==> src/rtl/burst_pkg.sv <==
package burst_pkg;
    localparam int DIV_W  = 4;
    localparam int CNT_W  = 8;
    localparam int HIGH_W = 10;
    localparam int ADDR_W = 2;
    localparam int DATA_W = HIGH_W;

    localparam int CTRL_START = 0;
    localparam int CTRL_ALT   = 1;
    localparam int CTRL_INV   = 2;
    localparam int CTRL_FLOAT = 3;

    typedef enum logic [ADDR_W-1:0] {
        REG_CTRL  = 2'd0,
        REG_DIV   = 2'd1,
        REG_COUNT = 2'd2,
        REG_HIGH  = 2'd3
    } reg_sel_e;

    typedef struct packed {
        logic              alt;
        logic [DIV_W-1:0]  div;
        logic [CNT_W-1:0]  count;
        logic [HIGH_W-1:0] high;
    } burst_cfg_t;

    function automatic logic drive_level(input logic active, input logic inv);
        return active ^ inv;
    endfunction
endpackage

==> src/rtl/burst_regs.sv <==
module burst_regs
    import burst_pkg::*;
(
    input  logic              clk,
    input  logic              rst,
    input  logic              wr_en,
    input  logic [ADDR_W-1:0] wr_addr,
    input  logic [DATA_W-1:0] wr_data,
    input  logic              busy,
    output burst_cfg_t        run_cfg,
    output logic              start,
    output logic [CNT_W-1:0]  start_count,
    output logic              inv,
    output logic              flt
);
    burst_cfg_t shadow;

    assign start       = wr_en && (reg_sel_e'(wr_addr) == REG_CTRL) && wr_data[CTRL_START] && !busy;
    assign start_count = shadow.count;

    always_ff @(posedge clk) begin
        if (rst) begin
            shadow  <= '0;
            run_cfg <= '0;
            inv     <= 1'b0;
            flt     <= 1'b0;
        end else begin
            if (wr_en) begin
                case (reg_sel_e'(wr_addr))
                    REG_CTRL: begin
                        inv <= wr_data[CTRL_INV];
                        flt <= wr_data[CTRL_FLOAT];
                    end
                    REG_DIV:   shadow.div   <= wr_data[DIV_W-1:0];
                    REG_COUNT: shadow.count <= wr_data[CNT_W-1:0];
                    REG_HIGH:  shadow.high  <= wr_data[HIGH_W-1:0];
                    default: ;
                endcase
            end
            if (start) begin
                run_cfg     <= shadow;
                run_cfg.alt <= wr_data[CTRL_ALT];
            end
        end
    end
endmodule

==> src/rtl/burst_timebase.sv <==
module burst_timebase
    import burst_pkg::*;
(
    input  logic             clk,
    input  logic             rst,
    input  logic             clear,
    input  logic             run,
    input  logic             alt_sel,
    input  logic             alt_tick,
    input  logic [DIV_W-1:0] div,
    output logic             tick
);
    logic [DIV_W-1:0] dcnt;
    logic             wrap;

    assign wrap = (dcnt == div);
    assign tick = alt_sel ? alt_tick : wrap;

    always_ff @(posedge clk) begin
        if (rst || clear) begin
            dcnt <= '0;
        end else if (run) begin
            dcnt <= wrap ? '0 : dcnt + 1'b1;
        end
    end
endmodule

==> src/rtl/burst_sequencer.sv <==
module burst_sequencer
    import burst_pkg::*;
#(
    parameter int PULSE_TICKS = 16
) (
    input  logic              clk,
    input  logic              rst,
    input  logic              start,
    input  logic [CNT_W-1:0]  start_count,
    input  logic              tick,
    input  logic [CNT_W-1:0]  count,
    input  logic [HIGH_W-1:0] high,
    output logic              busy,
    output logic              done,
    output logic              active
);
    localparam int PH_W = (PULSE_TICKS > 2) ? $clog2(PULSE_TICKS) : 1;
    localparam logic [PH_W-1:0] PH_LAST = PH_W'(PULSE_TICKS - 1);

    logic [PH_W-1:0]  ph;
    logic [CNT_W-1:0] pc;

    assign active = busy && (HIGH_W'(ph) < high);

    always_ff @(posedge clk) begin
        if (rst) begin
            busy <= 1'b0;
            done <= 1'b0;
            ph   <= '0;
            pc   <= '0;
        end else if (start) begin
            ph   <= '0;
            pc   <= '0;
            busy <= (start_count != '0);
            done <= (start_count == '0);
        end else if (busy && tick) begin
            if (ph == PH_LAST) begin
                ph <= '0;
                if (pc == count - CNT_W'(1)) begin
                    busy <= 1'b0;
                    done <= 1'b1;
                end else begin
                    pc <= pc + 1'b1;
                end
            end else begin
                ph <= ph + 1'b1;
            end
        end
    end
endmodule

==> src/rtl/burst_pulse_gen.sv <==
module burst_pulse_gen
    import burst_pkg::*;
#(
    parameter int PULSE_TICKS = 16
) (
    input  logic              clk,
    input  logic              rst,
    input  logic              wr_en,
    input  logic [ADDR_W-1:0] wr_addr,
    input  logic [DATA_W-1:0] wr_data,
    input  logic              alt_tick,
    output logic              burst_out,
    output logic              burst_oe,
    output logic              busy,
    output logic              done
);
    burst_cfg_t       run_cfg;
    logic             start;
    logic [CNT_W-1:0] start_count;
    logic             inv;
    logic             flt;
    logic             tick;
    logic             active;

    burst_regs i_regs (
        .clk(clk), .rst(rst), .wr_en(wr_en), .wr_addr(wr_addr), .wr_data(wr_data),
        .busy(busy), .run_cfg(run_cfg), .start(start), .start_count(start_count),
        .inv(inv), .flt(flt)
    );

    burst_timebase i_timebase (
        .clk(clk), .rst(rst), .clear(start), .run(busy), .alt_sel(run_cfg.alt),
        .alt_tick(alt_tick), .div(run_cfg.div), .tick(tick)
    );

    burst_sequencer #(.PULSE_TICKS(PULSE_TICKS)) i_seq (
        .clk(clk), .rst(rst), .start(start), .start_count(start_count), .tick(tick),
        .count(run_cfg.count), .high(run_cfg.high), .busy(busy), .done(done),
        .active(active)
    );

    assign burst_out = drive_level(active, inv);
    assign burst_oe  = busy | ~flt;
endmodule


==> config.mk <==
export PLATFORM = sky130hd
export DESIGN_NAME = burst_pulse_gen
export DESIGN_NICKNAME = d
export VERILOG_FILES = /design/src/rtl/burst_pkg.sv /design/src/rtl/burst_regs.sv /design/src/rtl/burst_timebase.sv /design/src/rtl/burst_sequencer.sv /design/src/rtl/burst_pulse_gen.sv
export SDC_FILE = /design/constraint.sdc
export NUM_CORES = 1
export LEC_CHECK = 0
export BUFFER_PORTS_ARGS = -buffer_cell sky130_fd_sc_hd__buf_2
export CAP_MARGIN = 25
export CORE_UTILIZATION = 34
export DETAILED_ROUTE_END_ITERATION = 6
export MAX_ROUTING_LAYER = met4
export PLACE_DENSITY_LB_ADDON = 0.08
export SLEW_MARGIN = 20
export SYNTH_ARGS = -nofsm -noshare
export SYNTH_HDL_FRONTEND = slang
export SYNTH_SLANG_ARGS = --single-unit
==> constraint.sdc <==
create_clock -name clk -period 2.33 [get_ports clk]
set_clock_uncertainty 0.15 [all_clocks]
set_input_delay 0.1165 -clock clk [delete_from_list [all_inputs] [get_ports clk]]
set_output_delay 0.1165 -clock clk [all_outputs]
set_load 0.02 [all_outputs]
# Word level (Yosys, flattened, before mapping)
# Index checks and enable logic that the tools add are counted.
word_totals:
  ff_bits: 65
  latchBits: 0
  ram_bits: 0
  rom_bits: 0
  in_bits: 16
  out_inout_bits: 4
  word_cells: 60
  n_memories: 0
op_classes:
  n_addsub: 4
  multipliers: 0
  n_div: 0
  magnitude_cmp: 1
  eq_ne: 6
  shift: 0
  mux: 11
  n_bitwise: 4
  n_reduce_logical: 20
ops:
  columns: ["op", "count"]
  rows:
  - ["$lt 4x10->1", 1]
  - ["$mux 1", 9]
  - ["$add 4x1->4 const B", 2]
  - ["$add 8x1->8 const B", 1]
  - ["$eq 8x8->1", 1]
  - ["$logic_not 8->1", 1]
  - ["$mux 4", 2]
  - ["$reduce_and 2->1", 4]
  - ["$reduce_bool 8->1", 1]
  - ["$sub 8x1->8 const B", 1]
  - ["$reduce_and 3->1", 2]
  - ["$reduce_bool 2->1", 3]
  - ["$logic_and 1x1->1", 5]
  - ["$eq 2x2->1 const B", 2]
  - ["$eq 4x4->1", 1]
  - ["$eq 4x4->1 const B", 1]
  - ["$eq 2x1->1 const B", 1]
  - ["$logic_not 2->1", 1]
  - ["$not 1->1", 2]
  - ["$reduce_or 2->1", 1]
  - ["$logic_not 1->1", 1]
  - ["$logic_or 1x1->1", 1]
  - ["$or 1x1->1", 1]
  - ["$xor 1x1->1", 1]

# Longest topological paths before layout
# Gate-level depths: netlist (run 1).
logic_depth:
  depth_word: 6
  mapped_depth: 9
  mapped_depth_nobuf: 8

# Hierarchy
# From an unflattened synthesis (run 1), not the netlist that was laid out.
unflattened:
  cells_unflattened: 355
  area_unflattened_um2: 3365.7
by_module_without_submodules:
  columns: ["module", "instances", "cells_per_inst", "area_each_um2"]
  rows:
  - ["burst_regs", 1, 200, 1963.1]
  - ["burst_sequencer", 1, 124, 1074.8]
  - ["burst_timebase", 1, 29, 312.8]
  - ["burst_pulse_gen", 1, 2, 15.0]

# Worst setup path after synthesis (run 1)
# Ideal clock, no wire load.
synth_path:
  path_kind: "flip-flop to flip-flop"
  start: "register, netlist name i_regs.run_cfg[10]"
  end: "register i_seq.pc[4]"
  setup_time_ps: 70
  arrival_time_ps: 2197
  t_required_ps: 2110
  path_slack_ps: -87
  stages_incl_launch_ff: 9
  n_path_buf: 0
  cell_sequence: "dfxtp_1 > inv_1 > ha_1 > or3b_1 > o31a_2 > o2111ai_1 > a211oi_2 > or4_1 > a21oi_1"
synth_between:
  elab_chain_cells: 4
synth_lines:
  columns: ["item", "line", "rtl"]
  rows:
  - ["$sub 8x1->8", "burst_sequencer.sv:39", "if (pc == count - CNT_W'(1)) begin"]
  - ["$eq 8x8->1", "burst_sequencer.sv:39", null]
  - ["$not 1->1 (no source line)", null, null]
  - ["$reduce_and 3->1 (no source line)", null, null]
  - ["end signal: assignment", "burst_sequencer.sv:43", "pc <= pc + 1'b1;"]
  - ["end: declaration", "burst_sequencer.sv:21", "logic [CNT_W-1:0] pc;"]
# Every way passes these cells.
# A chain may end at the register's enable or synchronous reset.

# Final worst setup path (run 1)
layout_path:
  start: "register, netlist name i_regs.run_cfg[11]"
  end: "register i_seq.pc[4]"
layout_between:
  elab_chain_cells: 4
layout_lines:
  columns: ["item", "line"]
  rows:
  - ["$sub 8x1->8", "burst_sequencer.sv:39"]
  - ["$eq 8x8->1", "burst_sequencer.sv:39"]
  - ["$not 1->1 (no source line)", null]
  - ["$reduce_and 3->1 (no source line)", null]
# Every way passes these cells.

==> qor.csv, run 1 <==
stage;metric;value;unit
floorplan;die_w;95.4;um
timing;worst_pin_slew;0.541;ns
critical_path;path_cells;inv_2 -> ha_4 -> or3b_4 -> o31a_4 -> o2111ai_4 -> a211oi_4 -> or4_1 -> a21oi_2;
routing;dr.pass1.iters;4;
timing;fin_tns_setup;-0.0734;ns
timing;worst_slack;-0.0494;ns
timing;relSlewSlack;63.8;%
critical_path;r2r_cells;8;
power;power_leakage;0.00139;uW
layout;area_delta_synth_final;23.3;%
floorplan;die_height;95.4;um
clock_tree;tritoncts;built;
yosys;synth_cell_types;49;
power;power;2130;uW
yosys;synthArstFlopShare;0;%
placed_design;hpwl;4740;um
clock_tree;clkLatencyLatePin;0.35;ns
layout;layout-drive-gt1-share;21.8;%
floorplan;start_util;35.5;%
clock_tree;cts-root-buf;clkbuf_8;
timing;holdWs;0.152;ns
yosys;synth_top_area_share;43.9;%
critical_path;crit_path_start_kind;register;
hold_path;hold_class;input port to register;
grt;grt_usage;17.4;%
routing;post_drt_wl_per_cell;14.1;um
flow_run;drv_cap;0;
yosys;yosysWarnings;0;
status;violations;setup timing;
critical_path;end_kind;register;
grt;antenna_found_initial;0;
yosys;synth_fp_nets;373;
timing;drv_slew;0;
floorplan;die_area;0.00910;mm^2
timing;fin_crit_sh;102;%
grt;grt_pass1_wl;11600;um
grt;grt_overflow_total;0;
critical_path;cp_num_buf_inv;1;
critical_path;crit_end;i_seq.pc[4];
critical_path;critPathMaxFanout;7;
critical_path;cpPeakStageDelay;0.50;ns
yosys;yosysTopAreaCell;dfxtp_1;
yosys;ys_seq_area_share;43.9;%
critical_path;crit_family;simple AND/OR/NAND/NOR gates;
critical_path;crit_cells;8;
clock_tree;htreeDepth;3;
critical_path;arrival;2.52;ns
placed_design;place_inst;472;
critical_path;worstPathRequired;2.47;ns
placed_design;placement.io_buffers;19;
yosys;ys_seq_elements;65;
power;pwr_density_cell;584;mW/mm^2
critical_path;crit_path_top_delay_cell;or4_1;
yosys;syn_inst;350;
yosys;synthTopCellsByArea;dfxtp_1 44%, nand2_1 10%, a21oi_1 7.4%;
clock_tree;clk_pin_slew;0.08;ns
yosys;synth_flop_cell;dfxtp_1;
layout;diodes;0;
power;ir_worst_vdd;295;uV
yosys;synth_edf_count;0;
floorplan;pin_count;20;
placed_design;dp_worst_setup_slack;-0.193;ns
routing;post_drt_via_cell_ratio;4.96;
routing;routed_wl;7050;um
timing;hold_violations;0;
grt;first_global_vias;2299;
yosys;synthTopCellsByCount;79 x nand2_1, 65 x dfxtp_1, 44 x a21oi_1, 28 x nor2_1, 18 x mux2i_1;
timing;rsz0062_at_grt;true;
timing;setup-violations-final;2;
placed_design;routabilityCongestion;0.805;
yosys;avgSynthCellArea;8.47;um^2
layout;nets;413;
routing;drc;0;
critical_path;r2r_start;i_regs.run_cfg[11];
critical_path;startpoint;i_regs.run_cfg[11];
critical_path;r2r_end;i_seq.pc[4];
status;status;finished with violations;
layout;stdcell_count;500;
timing;layout_min_cycle_time;2.38;ns
routing;ant_nets;0;
floorplan;rows;33;
floorplan;core_area;0.00834;mm^2
clock_tree;cts_buffers;9;
yosys;synth.cell_area;0.00296;mm^2
critical_path;reg2reg_setup_slack;-0.05;ns
routing;drtIter0Drc;64;
yosys;yosysMostFrequentCell;nand2_1;
clock_tree;clockBufferDepth;2;
critical_path;path_class;register to register;
routing;num_vias;2479;
timing;max_freq;420;MHz
clock_tree;clock_sinks;65;
grt;grt_max_degree;49;
## worst register-to-register path: cells and delay by family, from the launching register on
kind            cells  cell delay, ns
simple gates        2            0.90
compound gates      4            0.74
flops               1            0.34
fa+ha+maj           1            0.12
buf+inv             1            0.07
## where the power goes
group	internal (uW)	switching, uW	leakage, uW
Combinational	59.9	78.4	0.000781
Clock	383	471	0.0000814
Sequential	1130	12.6	0.000527
Total	1570	562	0.00139
## worst min-delay path by stage
stage	startpoint	endpoint	slack, ns	cells after the start
floorplan	wr_data[0]	i_regs.shadow[0]	0.10	2
global placement	wr_data[8]	i_regs.shadow[8]	0.21	3
detailed placement	rst	i_seq.done	0.21	2
CTS	wr_addr[1]	i_regs.inv	0.14	5
global route	wr_addr[1]	i_regs.flt	0.19	5
finish	wr_addr[1]	i_regs.inv	0.15	5
## cells by family (layout without fill, tap and decap cells)
| kind of cell | count (synthesis) | in the layout | synth area share, % |
|---|---|---|---|
| AND/OR/NAND/NOR | 155 | 155 | 25.3 |
| AO/OA/AOI/OAI | 65 | 65 | 13.1 |
| flip-flops | 65 | 65 | 43.9 |
| buffers and inverters | 23 | 68 | 3.55 |
| multiplexers | 19 | 19 | 6.46 |
| XOR/XNOR | 16 | 16 | 4.73 |
| adder cells (fa/ha/maj) | 7 | 7 | 2.95 |
## placed cells by master (no fill, tap or decap), drive strengths merged, types with 2 or more instances in the layout
cell type / instances
nand2b: 4
nor2: 28
a21oi: 44
mux2i: 18
nand3: 6
and3: 3
buf: 36
clkinvlp: 3
inv: 6
nor3: 2
a21o: 3
a211oi: 2
nor4: 5
xnor2: 6
or4: 6
o21ai: 5
and2: 2
clkinv: 3
dfxtp: 65
xor2: 10
or3: 4
nand3b: 3
nand4: 3
nor3b: 3
o31ai: 4
dlygate4sd3: 11
nand2: 79
clkbuf: 9
or3b: 2
ha: 7
and3b: 2
## what timing repair did
item / CTS / global route
endpoints found under the hold margin: 27 / 0
setup endpoints to repair: 9 / 11
hold buffers: 11 / 0
resized for setup: 12 / 17
pin swaps: 14 / 7
setup buffers: 2 / 0
## registers in the layout, summed over array words and instances (netlist names)
signal / count
i_regs.flt: 1
i_regs.inv: 1
i_regs.run_cfg: 23
i_regs.shadow: 14
i_regs.start_count: 8
i_seq.busy: 1
i_seq.done: 1
i_seq.pc: 8
i_seq.ph: 4
i_timebase.dcnt: 4
## final cells by class
type / count / area [um^2]
repair buffers: 47 / 343
well taps: 105 / 131
flip-flops and latches: 65 / 1310
fillers: 887 / 4690
clock inverters: 7 / 46.3
inverters: 5 / 18.8
clock buffers: 9 / 124
multi-input cells: 262 / 1690
## stage by stage
step / utilization (%) / cell area, um^2
final: 43.8 / 3650
after global routing: 43.8 / 3650
after CTS: 42.9 / 3580
after detailed placement: 38.8 / 3240
after global placement: 38.8 / 3240
after floorplan: - / 2980
## layer usage
layer	track usage, %	up-vias	part of all wire, %
li1	-	1283	-
met1	23.3	1154	51
met2	25.4	33	45
met3	3.59	9	2.7
met4	7.09	0	1.5
met5	-	-	0
(Power assumes the default switching activity.)
==> run 2, diff against run 1 <==
Settings changed: CORE_UTILIZATION 34 to 40, REMOVE_ABC_BUFFERS set to 1, SYNTH_HIERARCHICAL set to 1.
==> qor.csv, run 2 <==
stage;metric;value;unit;change
status;status;finished with violations;;
status;violations;setup timing;;
power;ir_worst_vdd;467;uV;+58%
hold_path;hold_class;input port to register;;
placed_design;placement.io_buffers;19;;unchanged
layout;layout_common_cells;62 x dfxtp_1, 51 x nand2b_1, 38 x mux2i_1;;
timing;relSlewSlack;61.7;%;-2.2 points
routing;num_vias;2538;;+2.4%
routing;ant_nets;0;;unchanged
clock_tree;tritoncts;built;;
yosys;ys_seq_elements;65;;unchanged
timing;worst_pin_slew;0.573;ns;+0.0325 ns
layout;nets;427;;+3.4%
floorplan;die_w;93.7;um;-1.7%
grt;grt_usage;17.6;%;+0.23 points
layout;largestRegisters;i_regs/run_cfg (23), i_regs/shadow (14);;
yosys;synth_edf_count;0;;unchanged
clock_tree;clk_pin_slew;0.08;ns;about the same
yosys;synthTopCellsByCount;65 x dfxtp_1, 51 x nand2b_1, 38 x mux2i_1, 30 x nand2_1, 21 x nor2_1;;
layout;layout-drive-gt1-share;24.9;%;+3.2 points
power;pwr_density_cell;554;mW/mm^2;-5.0%
timing;setup-violations-final;5;;+3
grt;grt_pass1_wl;11700;um;+0.89%
critical_path;critPathMaxFanout;4;;-3
yosys;synth_flop_cell;dfxtp_1;;
placed_design;place_inst;481;;+1.9%
grt;first_global_vias;2426;;+5.5%
critical_path;crit_path_top_delay_cell;or4_4;;
critical_path;r2r_cells;7;;-1
layout;stdcell_count;514;;+2.8%
critical_path;worstPathRequired;2.45;ns;-0.02 ns
timing;worst_slack;-0.0663;ns;-0.0169 ns
yosys;ys_seq_area_share;38.7;%;-5.2 points
grt;antenna_found_initial;0;;unchanged
critical_path;crit_path_start_kind;register;;
power;power_leakage;0.00157;uW;+13%
layout;largest-register;i_regs/run_cfg;;
yosys;synth.cell_area;0.00337;mm^2;+14%
flow_run;drv_cap;0;;unchanged
timing;fin_crit_sh;103;%;+0.73 points
timing;drv_slew;0;;unchanged
routing;drtIter0Drc;80;;+25%
grt;grt_overflow_total;0;;unchanged
critical_path;r2r_end;i_seq/pc[7];;
layout;final_common_cell;dfxtp_1;;
yosys;synth_cell_types;60;;+22%
floorplan;rows;33;;unchanged
critical_path;reg2reg_setup_slack;-0.07;ns;-0.02 ns
routing;post_drt_wl_per_cell;13.6;um;-3.3%
timing;holdWs;0.0455;ns;-0.106 ns
yosys;yosysMostFrequentCell;dfxtp_1;;
clock_tree;cts_buffers;9;;unchanged
yosys;synthArstFlopShare;0;%;unchanged
yosys;synthTopCellsByArea;dfxtp_1 39%, mux2i_1 11%, nand2b_1 9.5%;;
grt;grt_max_degree;76;;+55%
yosys;yosysWarnings;6;;+6
critical_path;cpPeakStageDelay;0.58;ns;+0.08 ns
layout;largest_register_ffs;23;;unchanged
layout;final_core_util;49.8;%;+6.0 points
hold_path;min_to;i_regs/flt;;
floorplan;die_area;0.00879;mm^2;-3.4%
critical_path;path_class;register to register;;
critical_path;arrival;2.52;ns;about the same
clock_tree;clockBufferDepth;2;;unchanged
critical_path;end_kind;register;;
critical_path;path_cells;or4_4 -> o221ai_2 -> nor3b_4 -> a211oi_4 -> buf_4 -> or4_1 -> a21oi_1;;
floorplan;pin_count;20;;unchanged
placed_design;hpwl;4650;um;-1.8%
layout;diodes;0;;unchanged
layout;area_delta_synth_final;21.0;%;
yosys;syn_inst;355;;+1.4%
routing;drc;0;;unchanged
timing;max_freq;417;MHz;-0.71%
floorplan;core_area;0.00818;mm^2;-2.0%
yosys;avgSynthCellArea;9.48;um^2;+12%
hold_path;worstHoldPathCells;4;;-1
routing;post_drt_via_cell_ratio;4.94;;-0.41%
routing;routed_wl;7010;um;-0.58%
floorplan;die_height;93.7;um;-1.7%
critical_path;r2r_start;i_regs/run_cfg[13];;
power;power;2260;uW;+5.8%
yosys;synth_top_area_share;38.7;%;-5.2 points
timing;rsz0062_at_grt;true;;
timing;layout_min_cycle_time;2.40;ns;+0.0169 ns
yosys;yosysTopAreaCell;dfxtp_1;;
timing;hold_violations;0;;unchanged
placed_design;routabilityCongestion;0.780;;-3.0%
hold_path;min_from;wr_addr[0];;
clock_tree;cts-root-buf;clkbuf_8;;
clock_tree;clock_sinks;65;;unchanged
routing;dr.pass1.iters;5;;+1
clock_tree;clkLatencyLatePin;0.34;ns;about the same
floorplan;start_util;41.2;%;+5.6 points
clock_tree;htreeDepth;3;;unchanged
placed_design;dp_worst_setup_slack;-0.0916;ns;+0.102 ns
run 2: cell types whose count changed after synthesis, sizes merged, moves of 7 or more:
cell and change:
nor2 -7, nand2 -48, mux2i +20, a21oi -24
nand2b +47, buf +10
run 2: report_power, final:
part	internal [uW]	leakage, uW	switching [uW]
Combinational	74.6	0.000948	79.6
Clock	520	0.0000953	444
Sequential	1130	0.000527	11.9
Total	1720	0.00157	535
run 2: cells by family (layout without fill, tap and decap cells):
family | Yosys count | after routing | synth area share (%)
AOI/OAI and AO/OA | 44 | 44 | 9.29
xor gates and xnor gates | 17 | 17 | 5.32
adders and majority gates | 7 | 7 | 2.60
buffers and inverters | 29 | 83 | 5.17
DFF | 65 | 65 | 38.7
muxes | 39 | 39 | 11.6
and+or+nand+nor | 154 | 154 | 27.3
run 2: critical path, delay by kind of cell, from the launching register on:
family	cells	cell delay [ns]
flip-flops	1	0.33
AO/OA/AOI/OAI	3	0.43
buffers and inverters	1	0.15
AND/OR/NAND/NOR	3	1.28
run 2: metal layers:
| layer | GRT usage (%) | part of all wire [%] |
|---|---|---|
| met5 | - | 0 |
| met4 | 5.26 | 1.1 |
| met3 | 4.94 | 2.2 |
| met2 | 25.6 | 46 |
| met1 | 23.7 | 51 |
run 2: repair_timing:
action	CTS	global route
gates cloned	1	0
hold buffers	10	0
pin swaps	2	13
setup buffers	4	3
resized for setup	6	14
hold endpoints to repair	25	0
endpoints found under the setup margin	9	11
run 2: worst max path at each step:
stage	from	endpoint	depth (start not counted)
floorplan	i_seq/busy	i_seq/pc[6]	4
global placement	i_timebase/dcnt[1]	i_seq/pc[5]	7
detailed placement	i_timebase/dcnt[1]	i_seq/pc[4]	9
CTS	i_regs/run_cfg[11]	i_seq/pc[7]	7
global route	i_regs/run_cfg[13]	i_seq/pc[7]	7
finish	i_regs/run_cfg[13]	i_seq/pc[7]	7
run 2: area by class of cell:
type                       instances  area, um^2
inverter                           5        18.8
multi-input combinational        261        1950
fill                             806        4100
timing repair buffer              62         463
sequential                        65        1310
clock inverter                     5        55.1
tap                              105         131
clock buffer                      11         141
run 2: metrics by stage:
stage	TNS (ns)	cell area, um^2
2_1_floorplan	-0.370	3210
3_3_place_gp	-0.0604	3660
3_5_place_dp	-0.231	3660
4_1_cts	-0.213	3990
5_1_grt	-0.849	4070
6_report	-0.196	4070
==> run 3, diff against run 2 <==
Settings changed: CORE_UTILIZATION 40 to 50.
==> qor.csv, run 3 (synthesis results as in run 2) <==
stage;metric;value;unit;change
critical_path;path_class;register to register;;
clock_tree;cts-root-buf;clkbuf_8;;
layout;final_core_util;63.7;%;+14 points
power;power_leakage;0.00159;uW;+1.1%
routing;routed_wl;6660;um;-5.1%
layout;area_delta_synth_final;21.6;%;
layout;largest-register;i_regs/run_cfg;;
routing;drtIter0Drc;105;;+31%
layout;layout_common_cells;60 x dfxtp_1, 51 x nand2b_1, 38 x mux2i_1;;
critical_path;end_kind;register;;
routing;num_vias;2533;;-0.20%
routing;top_layer_used;met4;;
floorplan;die_area;0.00706;mm^2;-20%
floorplan;pin_count;20;;unchanged
routing;post_drt_wl_per_cell;13.8;um;+1.4%
floorplan;die_w;84.0;um;-10%
clock_tree;cts_buffers;9;;unchanged
timing;relSlewSlack;62.4;%;+0.73 points
critical_path;reg2reg_setup_slack;-0.05;ns;+0.02 ns
timing;setup-violations-final;6;;+1
floorplan;core_area;0.00642;mm^2;-21%
placed_design;place_inst;449;;-6.7%
routing;drt-met1-wl;3210;um;-10%
power;pwr_density_cell;610;mW/mm^2;+10%
placed_design;hpwl;4340;um;-6.6%
placed_design;placement.io_buffers;19;;unchanged
critical_path;crit_path_start_kind;register;;
layout;diodes;0;;unchanged
critical_path;critPathMaxFanout;7;;+3
critical_path;crit_path_top_delay_cell;or4_4;;
timing;layout_min_cycle_time;2.38;ns;-0.0179 ns
clock_tree;clk_pin_slew;0.08;ns;about the same
grt;antenna_found_initial;0;;unchanged
timing;rsz0062_at_grt;true;;
grt;grt_usage;21.2;%;+3.5 points
critical_path;arrival;2.51;ns;about the same
grt;grt_max_degree;76;;unchanged
layout;nets;422;;-1.2%
timing;worst_slack;-0.0484;ns;+0.0179 ns
grt;first_global_vias;2485;;+2.4%
status;violations;setup timing;;
placed_design;dp_worst_setup_slack;-0.0746;ns;+0.0170 ns
grt;grt_overflow_total;0;;unchanged
routing;drc;0;;unchanged
routing;post_drt_via_cell_ratio;5.27;;+6.7%
floorplan;start_util;52.4;%;+11 points
timing;drv_slew;0;;unchanged
flow_run;drv_cap;0;;unchanged
critical_path;worstPathRequired;2.46;ns;about the same
layout;final_common_cell;dfxtp_1;;
layout;layout-drive-gt1-share;26.2;%;+1.3 points
routing;ant_nets;0;;unchanged
clock_tree;clock_sinks;65;;unchanged
critical_path;r2r_cells;7;;unchanged
layout;largest_register_ffs;23;;unchanged
clock_tree;clockBufferDepth;2;;unchanged
timing;max_freq;420;MHz;+0.75%
status;status;finished with violations;;
routing;dr_wl_met2;3130;um;-2.4%
clock_tree;clkLatencyLatePin;0.34;ns;about the same
layout;stdcell_count;481;;-6.4%
power;power;2500;uW;+11%
critical_path;path_cells;or4_4 -> o221ai_2 -> nor3b_4 -> a211oi_4 -> buf_6 -> or4_1 -> a21oi_2;;
timing;worst_pin_slew;0.563;ns;-0.0109 ns
clock_tree;tritoncts;built;;
floorplan;die_height;84.0;um;-10%
hold_path;worstHoldPathCells;4;;unchanged
floorplan;rows;29;;-12%
hold_path;hold_class;input port to register;;
routing;dr.pass1.iters;4;;-1
grt;grt_pass1_wl;11500;um;-1.8%
critical_path;cpPeakStageDelay;0.56;ns;-0.02 ns
routing;met3WireLength;232;um;+51%
layout;largestRegisters;i_regs/run_cfg (23), i_regs/shadow (14);;
placed_design;routabilityCongestion;0.848;;+8.7%
timing;hold_violations;0;;unchanged
power;ir_worst_vdd;423;uV;-9.3%
timing;fin_crit_sh;102;%;-0.77 points
clock_tree;htreeDepth;3;;unchanged
[run 3: cell count changes in the layout (fill, tap and decap cells not counted), sizes merged]
cell    change
buf         -5
bufinv      +2
clkinv      -2
clkbuf      -1
inv         +1
[run 3: critical path, delay by kind of cell (launching register included)]
kind	cells	cell delay (ns)
flops	1	0.32
buf+inv	1	0.14
simple gates	3	1.29
compound gates	3	0.40
[run 3: repair_timing]
action                                 CTS  global route
pin swaps                                7            13
gates resized for setup                  3            27
hold buffers                            10             0
setup endpoints to repair                8            11
buffers inserted                         4             3
endpoints found under the hold margin   25             0
[run 3: path summary, 6_finish.rpt]
| path | start | end |
|---|---|---|
| worst max-delay path | i_regs/run_cfg[11] | i_seq/pc[7] |
| worst min-delay path | wr_addr[1] | i_regs/inv |
| worst max register to register | i_regs/run_cfg[11] | i_seq/pc[7] |
| worst min register to register | i_regs/shadow[9] | i_regs/shadow[9] |
[run 3: through the flow]
| stage | instance area (um^2) | TNS (ns) | hold WS [ns] |
|---|---|---|---|
| floorplan | 3210 | -0.370 | 0.0327 |
| global placement | 3590 | -0.000299 | 0.211 |
| detailed placement | 3590 | -0.269 | 0.213 |
| CTS | 3970 | -0.406 | 0.0395 |
| global route | 4090 | -0.697 | 0.0619 |
| finish | 4090 | -0.162 | 0.0498 |
[run 3: power by group]
group          switching [uW]  internal [uW]  leakage, uW
registers                12.2           1130     0.000528
logic                    78.3           75.2     0.000941
clock network             463            744     0.000119
total                     553           1940      0.00159
[run 3: layout make-up]
| class | count | area, um^2 |
|---|---|---|
| Fill cell | 533 | 2330 |
| Multi-Input combinational cell | 261 | 1990 |
| Sequential cell | 65 | 1310 |
| Timing Repair Buffer | 57 | 428 |
| Clock buffer | 10 | 138 |
| Clock inverter | 6 | 114 |
| Tap cell | 77 | 96.3 |
| Inverter | 5 | 18.8 |
[run 3: layer usage]
layer,global-route usage (%),vias up
met5,-,-
met4,8.46,0
met3,5.74,8
met2,33.9,35
met1,25.2,1178
li1,-,1312
